===== src/rtl/dspi_pkg.sv =====
package dspi_pkg;
  localparam int unsigned BYTE_W     = 8;
  localparam int unsigned SYNC_DEPTH = 2;
endpackage


===== src/rtl/dspi_sync.sv =====
module dspi_sync #(
  parameter int unsigned W      = 4,
  parameter int unsigned STAGES = 2,
  parameter logic [W-1:0] RST_VAL = '0
) (
  input  logic         clk_i,
  input  logic         rst_ni,
  input  logic [W-1:0] d_i,
  output logic [W-1:0] q_o
);
  logic [W-1:0] stg [STAGES];

  for (genvar g = 0; g < STAGES; g++) begin : g_stage
    if (g == 0) begin : g_first
      always_ff @(posedge clk_i or negedge rst_ni) begin
        if (!rst_ni) stg[g] <= RST_VAL;
        else         stg[g] <= d_i;
      end
    end else begin : g_next
      always_ff @(posedge clk_i or negedge rst_ni) begin
        if (!rst_ni) stg[g] <= RST_VAL;
        else         stg[g] <= stg[g-1];
      end
    end
  end

  assign q_o = stg[STAGES-1];
endmodule


===== src/rtl/dspi_rx.sv =====
module dspi_rx #(
  parameter int unsigned DATA_W = 8
) (
  input  logic              clk_i,
  input  logic              rst_ni,
  input  logic              cs_act_i,
  input  logic              rise_i,
  input  logic              sdin_i,
  input  logic              dc_i,
  output logic [DATA_W-1:0] byte_o,
  output logic              is_data_o,
  output logic              vld_o
);
  localparam int unsigned CNT_W = $clog2(DATA_W);
  localparam logic [CNT_W-1:0] LAST = CNT_W'(DATA_W - 1);

  logic [CNT_W-1:0]  cnt_q;
  logic [DATA_W-2:0] sh_q;

  always_ff @(posedge clk_i or negedge rst_ni) begin
    if (!rst_ni) begin
      cnt_q     <= '0;
      sh_q      <= '0;
      byte_o    <= '0;
      is_data_o <= 1'b0;
      vld_o     <= 1'b0;
    end else begin
      vld_o <= 1'b0;
      if (!cs_act_i) begin
        cnt_q <= '0;
        sh_q  <= '0;
      end else if (rise_i) begin
        sh_q <= {sh_q[DATA_W-3:0], sdin_i};
        if (cnt_q == LAST) begin
          cnt_q     <= '0;
          byte_o    <= {sh_q, sdin_i};
          is_data_o <= dc_i;  // select line only matters here
          vld_o     <= 1'b1;
        end else begin
          cnt_q <= cnt_q + 1'b1;
        end
      end
    end
  end
endmodule


===== src/rtl/dspi_tx.sv =====
module dspi_tx #(
  parameter int unsigned DATA_W = 8
) (
  input  logic              clk_i,
  input  logic              rst_ni,
  input  logic              cs_act_i,
  input  logic              cs_start_i,
  input  logic              rise_i,
  input  logic              fall_i,
  input  logic              rb_en_i,
  input  logic [DATA_W-1:0] rb_byte_i,
  output logic              sdout_o,
  output logic              oe_o
);
  localparam int unsigned CNT_W = $clog2(DATA_W);
  localparam logic [CNT_W-1:0] LAST = CNT_W'(DATA_W - 1);

  logic [CNT_W-1:0]  cnt_q;
  logic [DATA_W-1:0] sh_q;
  logic              act_q;

  always_ff @(posedge clk_i or negedge rst_ni) begin
    if (!rst_ni) begin
      cnt_q <= '0;
      sh_q  <= '0;
      act_q <= 1'b0;
    end else if (!cs_act_i) begin
      cnt_q <= '0;
      sh_q  <= '0;
      act_q <= 1'b0;
    end else if (cs_start_i) begin
      cnt_q <= '0;
      act_q <= rb_en_i;
      sh_q  <= rb_en_i ? rb_byte_i : '0;
    end else if (rise_i) begin
      cnt_q <= (cnt_q == LAST) ? '0 : cnt_q + 1'b1;
    end else if (fall_i) begin
      if (cnt_q == '0) begin
        // byte boundary: reload for the next byte
        act_q <= rb_en_i;
        sh_q  <= rb_en_i ? rb_byte_i : '0;
      end else begin
        sh_q <= {sh_q[DATA_W-2:0], 1'b0};
      end
    end
  end

  assign sdout_o = sh_q[DATA_W-1];
  assign oe_o    = act_q;
endmodule


===== src/rtl/disp_cmd_rx.sv =====
module disp_cmd_rx #(
  parameter int unsigned DATA_W     = dspi_pkg::BYTE_W,
  parameter int unsigned SYNC_DEPTH = dspi_pkg::SYNC_DEPTH
) (
  input  logic              clk_i,
  input  logic              rst_ni,
  input  logic              csn_i,
  input  logic              sclk_i,
  input  logic              sdin_i,
  input  logic              dc_i,
  input  logic              rb_en_i,
  input  logic [DATA_W-1:0] rb_byte_i,
  output logic [DATA_W-1:0] byte_o,
  output logic              byte_is_data_o,
  output logic              byte_vld_o,
  output logic              sdout_o,
  output logic              sdout_oe_o
);
  logic [3:0] raw, syn;
  logic       csn_s, sclk_s, sdin_s, dc_s;
  logic       sclk_q, cs_act, cs_act_q;
  logic       sclk_rise, sclk_fall, cs_start;

  assign raw = {csn_i, sclk_i, sdin_i, dc_i};

  dspi_sync #(
    .W       (4),
    .STAGES  (SYNC_DEPTH),
    .RST_VAL (4'b1000)
  ) u_sync (
    .clk_i  (clk_i),
    .rst_ni (rst_ni),
    .d_i    (raw),
    .q_o    (syn)
  );

  assign {csn_s, sclk_s, sdin_s, dc_s} = syn;
  assign cs_act = ~csn_s;

  always_ff @(posedge clk_i or negedge rst_ni) begin
    if (!rst_ni) begin
      sclk_q   <= 1'b0;
      cs_act_q <= 1'b0;
    end else begin
      sclk_q   <= sclk_s;
      cs_act_q <= cs_act;
    end
  end

  assign sclk_rise = cs_act & sclk_s & ~sclk_q;
  assign sclk_fall = cs_act & ~sclk_s & sclk_q;
  assign cs_start  = cs_act & ~cs_act_q;

  dspi_rx #(.DATA_W(DATA_W)) u_rx (
    .clk_i     (clk_i),
    .rst_ni    (rst_ni),
    .cs_act_i  (cs_act),
    .rise_i    (sclk_rise),
    .sdin_i    (sdin_s),
    .dc_i      (dc_s),
    .byte_o    (byte_o),
    .is_data_o (byte_is_data_o),
    .vld_o     (byte_vld_o)
  );

  dspi_tx #(.DATA_W(DATA_W)) u_tx (
    .clk_i      (clk_i),
    .rst_ni     (rst_ni),
    .cs_act_i   (cs_act),
    .cs_start_i (cs_start),
    .rise_i     (sclk_rise),
    .fall_i     (sclk_fall),
    .rb_en_i    (rb_en_i),
    .rb_byte_i  (rb_byte_i),
    .sdout_o    (sdout_o),
    .oe_o       (sdout_oe_o)
  );
endmodule


===== config.mk =====
export PLATFORM = sky130hd
export DESIGN_NAME = disp_cmd_rx
export DESIGN_NICKNAME = d
export VERILOG_FILES = /design/src/rtl/dspi_pkg.sv /design/src/rtl/dspi_sync.sv /design/src/rtl/dspi_rx.sv /design/src/rtl/dspi_tx.sv /design/src/rtl/disp_cmd_rx.sv
export SDC_FILE = /design/constraint.sdc
export NUM_CORES = 1
export LEC_CHECK = 0
export BUFFER_PORTS_ARGS = -buffer_cell sky130_fd_sc_hd__buf_2
export CAP_MARGIN = 40
export CORE_MARGIN = 5
export CORE_UTILIZATION = 50
export CTS_CLUSTER_SIZE = 16
export DETAILED_ROUTE_END_ITERATION = 6
export GPL_TIMING_DRIVEN = 0
export PLACE_DENSITY = 0.74
export REMOVE_ABC_BUFFERS = 1
export SETUP_SLACK_MARGIN = 0.4
export SYNTH_ARGS = -nofsm -noshare
export SYNTH_HDL_FRONTEND = slang
export SYNTH_SLANG_ARGS = --single-unit

===== constraint.sdc =====
create_clock -name clk_i -period 1.5 [get_ports clk_i]
set_clock_uncertainty 0.05 [all_clocks]
set_input_delay 0.15 -clock clk_i [delete_from_list [all_inputs] [get_ports clk_i]]
set_output_delay 0.15 -clock clk_i [all_outputs]
set_load 0.02 [all_outputs]

==> summary.txt, run 1 <==
Floorplan
  – Die ar.: 4860 µm²
  – I/O pin total: 27
  – Height of the die: 69.7 µm
  – Core Footprint: 3390 µm²
  – Die W: between 60 and 70 µm
  – Initial Util: 52.6%
  – Rows: 21

Job
  – Max Cap Violations: 0

Power
  – Sw Share: approximately 25%
  – Clock power frac: 29.4%
  – Switch Pwr: 512 µW
  – Power Internal: 1.51 mW
  – PD cells: 808 nW/µm²
  – Comb pwr share: 11.5%
  – Power after layout: 2.02 mW
  – Share of power burned in registers: slightly below 60%
  – LEAKAGE: 1.19 nW
  – Max VDD drop: 626 µV

Yosys
  – Cell Area, Synth: roughly 1800 µm²
  – Cells after synthesis: 149
  – Synth Area per Inst: between 10 and 15 µm²
  – Post-synth EDFFs: 0
  – Asr flop ratio synth: between 90% and 100%
  – Seq/Total Area, Yosys: 59.0%
  – Most used flip-flop cell after synthesis: dfrtp_1
  – Syn. warnings: 0
  – #FFs+latches synth: 42
  – Number of distinct library cells after synthesis: 27

Placement
  – Placed Cells: 215
  – HPWL after DPL: between 2 and 2.5 mm
  – Port Buffers: 26
  – Placed Area: 1950 µm²
  – Gpl congestion: approximately 0.7

Timing
  – Final hold violation count: 0
  – Worst Max-Slew Pin Slew: 0.503 ns
  – Max Clock Freq: 696 MHz
  – Period utilization: 95.7%
  – RSZ-0062 raised after global routing: yes
  – # setup viols final: 0
  – Max-slew violations: 0
  – Setup TNS: 0 ns
  – Max_slew headroom: 66.5%
  – Tmin final: around 1.4 ns

Drt
  – WL/cell: ~16 µm
  – Average via count per standard cell: 5.39
  – Number of iterations in the first detailed-routing pass: 4
  – Drt total wl: 4.21 mm
  – DRC: 0
  – Via count: 1386
  – Initial drt markers: 81
  – Antenna Nets Post-Route: 0

Worst setup path
  – Critical Path Fanout Max: 5
  – Setup crit end: u_rx.byte_o[0]
  – FF-to-FF Start: u_rx.cnt_q[1]
  – Startpoint types: flop
  – Critical-path cell with the highest stage delay: dfrtp_1
  – Largest stage delay, worst path: 0.39 ns
  – Worst Setup Path Type: reg2reg
  – R2R depth: 4
  – R2r setup slk: 0.06 ns
  – CP arrival: 1.63 ns
  – Critical Path Source: u_rx.cnt_q[1]
  – Data required time of the worst path: 1.69 ns
  – Worst path cell trace: ha_2 -> ha_4 -> and3_4 -> mux2_4
  – Reg2reg end: u_rx.byte_o[0]
  – Crit. End Element: flop

CTS
  – Number of clock sinks: 42
  – H-Tree Depth: 2
  – CTS tree: done
  – Root buffer cell: clkbuf_4
  – Clk slew on worst S/H paths: 0.13 ns
  – Worst-Skew Late Latency: 0.34 ns
  – CTS Buffer Depth: 2
  – TritonCTS buffer count: 5

Final layout
  – Layout area overhead: 40.0%
  – Fin cells: 257
  – Antenna diodes: 0
  – Layout Nets: 230
  – Post-route cell area: 2500 µm²
  – Post-layout util: between 70% and 80%
  – Layout cells sized above 1: 48.3%

Min path
  – HP Class: in2reg
  – Hold path depth: 3
  – Worst hold start: rb_byte_i[7]

GRT
  – Vias in the first global route: roughly 1400
  – First-pass GRT wire length: 6.46 mm
  – GRT Total Usage: between 15 and 20%
  – Remaining Overflow, GRT: 0
  – Antenna violations before repair: 0
  – Largest net degree at the start of global routing: 23

Run status
  – Status: finished, final reports clean
flip-flops by register name, indices dropped and copies added (netlist names):
signal and count:
u_tx.sh_q 8, u_rx.sh_q 7, cs_act_q 1, u_sync.stg 4, u_rx.is_data_o 1, u_tx.cnt_q 3, u_rx.cnt_q 3, sclk_q 1
u_rx.byte_o 8, u_rx.vld_o 1, u_sync.q_o 4, u_tx.oe_o 1
metrics by stage:
step | hold slack (ns) | worst slack (ns)
4_1_cts | 0.0176 | 0.0698
6_report | 0.0288 | 0.0640
3_3_place_gp | 0.206 | -0.216
2_1_floorplan | -0.196 | -0.0113
5_1_grt | 0.0254 | 0.0228
3_5_place_dp | 0.0972 | -0.245
worst max-delay path: cells and delay by family, from the launching register on:
kind | cells | cell delay (ns)
flops | 1 | 0.39
fa+ha+maj | 2 | 0.33
mux | 1 | 0.31
simple gates | 1 | 0.25
final cells by class:
class	count	area, µm²
sequential	42	1060
multi-input combinational	93	783
timing repair buffer	59	500
clock inverter	2	12.5
clock buffer	6	51.3
fill	201	891
tap	46	57.6
inverter	9	33.8
metal layers:
layer	part of all wire, %	up-vias	track usage (%)
li1	-	624	-
met1	39	704	19.9
met2	54	50	29.0
met3	5.5	8	4.20
met4	1.5	0	5.11
met5	0	-	0
how the worst min path moves through the flow:
stage / end / slack [ns]
6_report: u_tx.sh_q[7] / 0.03
4_1_cts: u_tx.sh_q[7] / 0.02
5_1_grt: u_tx.sh_q[7] / 0.03
3_5_place_dp: u_rx.sh_q[0] / 0.1
2_1_floorplan: cs_act_q / -0.20
3_3_place_gp: u_sync.stg[7] / 0.21
what timing repair did:
action	4_1_cts	5_1_grt
endpoints found under the hold margin	24	0
cloned	2	0
setup endpoints to repair	42	44
hold buffers	5	0
resized for setup	39	23
pin swaps	11	10
setup buffers	19	8
cell usage in the layout (no fill, tap or decap), types with 2 or more instances in the layout:
master          n
nand2_1        28
clkbuf_4        5
ha_4            2
dlygate4sd3_1   5
inv_2           3
buf_4          24
mux2i_1         6
inv_1           6
nor2_1          3
mux2_4          9
a22o_1          6
nand2b_4        4
buf_2          14
dfrtp_2         2
a21oi_1        11
a21oi_2         3
ha_2            3
dfrtp_1        38
and3_4          2
nand3_1         2
buf_6          14
power groups by stage:
stage	clock network (mW)	registers (mW)	logic, mW
after floorplan	0	1.21	0.0653
after global placement	0	1.21	0.123
after detailed placement	0	1.21	0.139
after CTS	0.604	1.19	0.202
after global routing	0.652	1.20	0.251
final	0.594	1.19	0.231
Yosys cell counts (all sizes together) (2+ instances only):
cell type	instances	area share, %
mux2i	7	3.9
a21oi	14	3.9
nand3	2	0.56
nor3	2	0.56
mux2	9	7.6
a22o	6	2.9
nor2b	2	0.84
clkbuf	2	0.42
inv	9	1.9
dfstp	2	2.9
ha	5	3.5
nand2	29	6.1
nand2b	4	1.8
dfrtp	40	56
nor2	4	1.3
buf	5	2.5
cell families after synthesis:
family          share of synthesized area, %
fa+ha+maj                               3.51
simple gates                            12.8
compound gates                          8.35
flops                                   59.0
buf+inv                                 4.77
mux                                     11.5
Power figures use the tool's default switching activity.
==> run 2, diff against run 1 <==
--- a/config.mk
+++ b/config.mk
@@ -7,12 +7,14 @@
 export LEC_CHECK = 0
 export BUFFER_PORTS_ARGS = -buffer_cell sky130_fd_sc_hd__buf_2
 export CAP_MARGIN = 40
+export CELL_PAD_IN_SITES_DETAIL_PLACEMENT = 2
+export CELL_PAD_IN_SITES_GLOBAL_PLACEMENT = 2
 export CORE_MARGIN = 5
-export CORE_UTILIZATION = 50
+export CORE_UTILIZATION = 33
 export CTS_CLUSTER_SIZE = 16
 export DETAILED_ROUTE_END_ITERATION = 6
 export GPL_TIMING_DRIVEN = 0
-export PLACE_DENSITY = 0.74
+export PLACE_DENSITY_LB_ADDON = 0.1
 export REMOVE_ABC_BUFFERS = 1
 export SETUP_SLACK_MARGIN = 0.4
 export SYNTH_ARGS = -nofsm -noshare
==> run 2 against run 1 <==
Against the previous run: clock power up 56%; via count down 7.1%; combinational power about the same; largest cell class unchanged.
==> summary.txt, run 2 (same netlist as run 1, synthesis figures left out) <==
GRT
  – First-pass GRT wire length: 7.64 mm
  – Vias in the first global route: 1521
  – Remaining Overflow, GRT: 0
  – Antenna violations before repair: 0
  – Largest net degree at the start of global routing: 26
  – GRT Total Usage: 14.0%

Placement
  – HPWL after DPL: 2.84 mm
  – Gpl congestion: 0.672
  – Port Buffers: 26

Final layout
  – Post-layout util: 49.2%
  – Antenna diodes: 0
  – Most common cell after layout, fill and taps aside: dfrtp_1
  – Layout area overhead: 42.6%
  – Layout cells sized above 1: 52.0%
  – Fill cell count: 500
  – Top Registers: u_rx.byte_o (8), u_tx.sh_q (8), u_rx.sh_q (7)
  – Commonest non-fill, non-tap cells in the layout: dfrtp_1, buf_2, nand2_1, a21oi_2, mux2_4
  – Layout Nets: 219

CTS
  – Root buffer cell: clkbuf_8
  – H-Tree Depth: 2
  – CTS tree: done
  – TritonCTS buffer count: 5
  – Number of clock sinks: 42
  – Clk slew on worst S/H paths: 0.08 ns
  – CTS Buffer Depth: 2
  – Worst-Skew Late Latency: 0.29 ns

Power
  – Clock power frac: 39.4%
  – Comb pwr share: 9.8%
  – Share of power burned in registers: 50.8%
  – Switch Pwr: 533 µW
  – LEAKAGE: 1.16 nW
  – Sw Share: 22.7%
  – PD cells: roughly 920 nW/µm²
  – Max VDD drop: 466 µV
  – Power Internal: 1.82 mW

Floorplan
  – Initial Util: between 30% and 40%
  – Die W: 83.5 µm
  – I/O pin total: 27
  – Height of the die: about 84 µm
  – Die ar.: about 7000 µm²
  – Rows: 26
  – Core Footprint: between 5000 and 6000 µm²

Timing
  – Final hold violation count: 0
  – Worst hold slack: 0.0822 ns
  – RSZ-0062 raised after global routing: yes
  – Max_slew headroom: 71.7%
  – Setup TNS: 0 ns
  – # setup viols final: 0
  – Max-slew violations: 0
  – Period utilization: 96.2%
  – Tmin final: 1.44 ns
  – Max Clock Freq: 693 MHz
  – Worst Max-Slew Pin Slew: approximately 0.43 ns

Worst setup path
  – CP arrival: approximately 1.6 ns
  – CP most frequent cell: ha_4
  – Crit. End Element: flop
  – Worst Setup Path Type: reg2reg
  – Critical-path cell with the highest stage delay: dfrtp_1
  – Critical Path Fanout Max: 5
  – WP buf/inv: 0
  – Data required time of the worst path: around 1.6 ns
  – Crit path max-delay family: flip-flops
  – Startpoint types: flop
  – Worst path cell trace: ha_4 -> ha_4 -> and3_4 -> mux2_4
  – Largest stage delay, worst path: 0.41 ns

Job
  – Max Cap Violations: 0

Drt
  – DRC: 0
  – Number of iterations in the first detailed-routing pass: 4
  – Antenna Nets Post-Route: 0
  – WL/cell: roughly 17 µm
  – Drt total wl: 4.59 mm
  – Initial drt markers: 23
  – Average via count per standard cell: 4.77
  – Via count: 1288

Run status
  – Status: finished, final reports clean

Min path
  – HP Class: in2reg
-- run 2: cell types whose count changed in the layout (fill, tap and decap cells not counted), moves of 2 or more --
cell,delta
buf_4,-16
buf_2,+12
a21oi_1,-8
a21oi_2,+8
buf_6,-7
nand2_1,-6
clkbuf_4,-5
clkbuf_8,+5
nand2_2,+4
ha_2,-3
ha_4,+3
buf_12,+2
nand2_4,+2
-- run 2: cell type report --
class,count,area [µm²],area share (%)
clock buffers,7,86.3,3.39
flip-flops and latches,42,1060,41.7
well taps,70,87.6,3.44
repair buffers,48,359,14.1
multi-input cells,93,887,34.9
inverters,9,33.8,1.33
clock inverters,1,30.0,1.18
-- run 2: power groups by stage --
| stage | clock network [mW] | logic, mW | registers [mW] |
|---|---|---|---|
| after detailed placement | 0 | 0.143 | 1.21 |
| after CTS | 0.946 | 0.215 | 1.19 |
| after global routing | 1.00 | 0.257 | 1.20 |
| final | 0.925 | 0.230 | 1.19 |
| after global placement | 0 | 0.128 | 1.21 |
| after floorplan | 0 | 0.0653 | 1.21 |
-- run 2: final timing paths --
check                      cells past startpoint     startpoint              to  slack, ns
max                                            4  u_rx.cnt_q[0]  u_rx.byte_o[7]       0.06
min                                            3   rb_byte_i[7]    u_tx.sh_q[7]       0.08
max reg2reg                                    4  u_rx.cnt_q[0]  u_rx.byte_o[7]       0.06
min reg2reg                                    0  u_sync.stg[5]   u_sync.q_o[1]       0.31
max in group asynchronous                      3         rst_ni   u_sync.stg[7]       0.57
min in group asynchronous                      2         rst_ni  u_rx.is_data_o       0.27
-- run 2: per-layer routing --
| metal | wire length (µm) | track usage [%] | up-vias |
|---|---|---|---|
| met2 | 2480 | 26.2 | 18 |
| met1 | 1900 | 15.0 | 662 |
| li1 | - | - | 601 |
| met4 | 70 | 5.70 | 0 |
| met5 | 0 | 0 | - |
| met3 | 142 | 3.46 | 7 |
-- run 2: worst reg2reg max path, cell delays in order, from the launching register on --
cell     delay (ns)
dfrtp_1        0.41
ha_4           0.16
ha_4           0.14
and3_4         0.25
mux2_4         0.31
-- run 2: timing repair --
action,4_1_cts,5_1_grt
hold buffers,5,0
gates cloned,2,0
hold endpoints to repair,21,0
resized for setup,44,18
setup endpoints to repair,32,32
pin swaps,14,15
buffers inserted,14,2
-- run 2: through the flow --
step,cells,total power [mW],instance area [µm²],setup slack (ns)
6_report,270,2.35,2540,0.0571
5_1_grt,270,2.46,2540,0.0158
4_1_cts,268,2.35,2440,0.0479
3_5_place_dp,239,1.36,1970,-0.327
3_3_place_gp,238,1.34,1950,-0.286
2_1_floorplan,142,1.28,1730,-0.0113
==> run 3, diff against run 2 <==
--- a/config.mk
+++ b/config.mk
@@ -7,10 +7,10 @@
 export LEC_CHECK = 0
 export BUFFER_PORTS_ARGS = -buffer_cell sky130_fd_sc_hd__buf_2
 export CAP_MARGIN = 40
-export CELL_PAD_IN_SITES_DETAIL_PLACEMENT = 2
-export CELL_PAD_IN_SITES_GLOBAL_PLACEMENT = 2
+export CELL_PAD_IN_SITES_DETAIL_PLACEMENT = 0
+export CELL_PAD_IN_SITES_GLOBAL_PLACEMENT = 1
 export CORE_MARGIN = 5
-export CORE_UTILIZATION = 33
+export CORE_UTILIZATION = 40
 export CTS_CLUSTER_SIZE = 16
 export DETAILED_ROUTE_END_ITERATION = 6
 export GPL_TIMING_DRIVEN = 0
==> run 3 against run 2 <==
Against the previous run: utilization rose by 7.1 points; maximum frequency rose by 1.8%; sequential share of layout area rose by 1.5 points; cell count fell by 6.3%; non-clock buffer count rose by 1; routed wire length fell by 20%; setup slack improved by 0.025 ns; worst hold slack improved by 0.0088 ns; count of clock-buffer cells in the layout fell by 1; critical path type unchanged; largest power group unchanged; highest routed layer unchanged.
==> summary.txt, run 3 (same netlist as run 1, synthesis figures left out) <==
Run status
  – Status: finished, final reports clean

Final layout
  – Most common cell after layout, fill and taps aside: dfrtp_1
  – Layout Nets: 220
  – Reg area: around 1100 µm²
  – Antenna diodes: 0
  – Fin cells: 253
  – Layout cells sized above 1: 50.2%
  – Commonest non-fill, non-tap cells in the layout: dfrtp_1, buf_2, nand2_1, buf_4, mux2_4
  – Layout area overhead: 37.4%
  – Fill cell count: 370
  – Post-route cell area: between 2000 and 2500 µm²
  – Area occupied by multi-input gates: 835 µm²
  – Top Registers: u_rx.byte_o (8), u_tx.sh_q (8), u_rx.sh_q (7)

Drt
  – Via count: 1259
  – Antenna Nets Post-Route: 0
  – Initial drt markers: 55
  – WL/cell: 14.5 µm
  – DRC: 0
  – Average via count per standard cell: 4.98
  – Number of iterations in the first detailed-routing pass: 4
  – Drt total wl: around 3.7 mm

Timing
  – Max_slew headroom: 72.6%
  – Worst Max-Slew Pin Slew: 0.412 ns
  – # setup viols final: 0
  – Period utilization: a little over nine tenths
  – Final hold violation count: 0
  – Setup TNS: 0 ns
  – RSZ-0062 raised after global routing: yes
  – Max-slew violations: 0
  – Max Clock Freq: 705 MHz
  – Worst hold slack: 0.0910 ns
  – Tmin final: 1.42 ns

GRT
  – Antenna violations before repair: 0
  – First-pass GRT wire length: 6.02 mm
  – Remaining Overflow, GRT: 0
  – Vias in the first global route: 1230
  – GRT Total Usage: approximately 13%
  – Largest net degree at the start of global routing: 28

CTS
  – CTS Buffer Depth: 2
  – CTS tree: done
  – Clk slew on worst S/H paths: 0.08 ns
  – TritonCTS buffer count: 5
  – Root buffer cell: clkbuf_8
  – Worst-Skew Late Latency: ~0.29 ns
  – Number of clock sinks: 42
  – H-Tree Depth: 2

Worst setup path
  – Crit. End Element: flop
  – CP arrival: 1.54 ns
  – Critical Path Source: u_rx.cnt_q[0]
  – Critical Path Fanout Max: 5
  – Worst Setup Path Type: reg2reg
  – FF-to-FF Start: u_rx.cnt_q[0]
  – R2R depth: 4
  – Startpoint types: flop
  – Setup crit end: u_rx.byte_o[0]
  – Reg2reg end: u_rx.byte_o[0]
  – R2r setup slk: 0.08 ns
  – Data required time of the worst path: 1.63 ns

Placement
  – Port Buffers: 26
  – Gpl congestion: 0.732
  – Placed Area: 1950 µm²
  – HPWL after DPL: 2.10 mm
  – Placed Cells: 221

Floorplan
  – Height of the die: between 70 and 80 µm
  – Die ar.: 5900 µm²
  – I/O pin total: 27
  – Die W: 76.8 µm
  – Initial Util: 41.0%
  – Core Footprint: 4350 µm²
  – Rows: 24

Min path
  – HP Class: in2reg

Power
  – Power after layout: about 2.3 mW
  – LEAKAGE: approximately 1.2 nW
  – PD cells: 930 nW/µm²
  – Max VDD drop: around 670 µV

Job
  – Max Cap Violations: 0
run 3: cell type report:
cell class                 instances  share of cell area (%)
sequential                        42                    43.2
multi-input combinational         93                    34.0
timing repair buffer              49                    14.3
clock buffer                       6                    2.96
tap                               52                    2.65
clock inverter                     2                    1.53
inverter                           9                    1.38
run 3: worst min path at each step:
stage,depth (start not counted),startpoint,endpoint
global route,3,rb_byte_i[7],u_tx.sh_q[7]
floorplan,0,rst_ni,cs_act_q
global placement,1,csn_i,u_sync.stg[7]
CTS,3,rb_byte_i[7],u_tx.sh_q[7]
detailed placement,1,rst_ni,u_rx.sh_q[4]
finish,3,rb_byte_i[7],u_tx.sh_q[7]
run 3: critical path, cell delays in order (launching register included):
cell,delay [ns]
dfrtp_1,0.36
ha_2,0.19
ha_4,0.14
and3_4,0.25
mux2_4,0.31
run 3: timing repair:
item	in CTS	in global routing
setup endpoints to repair	32	32
hold buffers	5	0
gates cloned	1	2
resized for setup	25	28
setup buffers	12	4
pin swaps	9	14
endpoints found under the hold margin	19	0
run 3: power breakdown:
part	total, mW	internal [mW]	switching, mW
clock	0.879	0.497	0.382
combinational	0.213	0.101	0.112
sequential	1.19	1.17	0.0250
total	2.28	1.76	0.519
run 3: metrics by stage:
step | utilization [%] | setup WS (ns)
after global placement | 44.3 | -0.275
after detailed placement | 44.7 | -0.322
final | 56.3 | 0.0825
after CTS | 53.1 | 0.0682
after floorplan | - | -0.0113
after global routing | 56.3 | 0.0332
run 3: layer usage:
layer / part of all wire [%] / up-vias / global-route usage (%)
met2: 52 / 20 / 20.2
met3: 3.8 / 2 / 3.98
met4: 0.60 / 0 / 3.67
met5: 0 / - / 0
met1: 44 / 634 / 16.6
li1: - / 603 / -
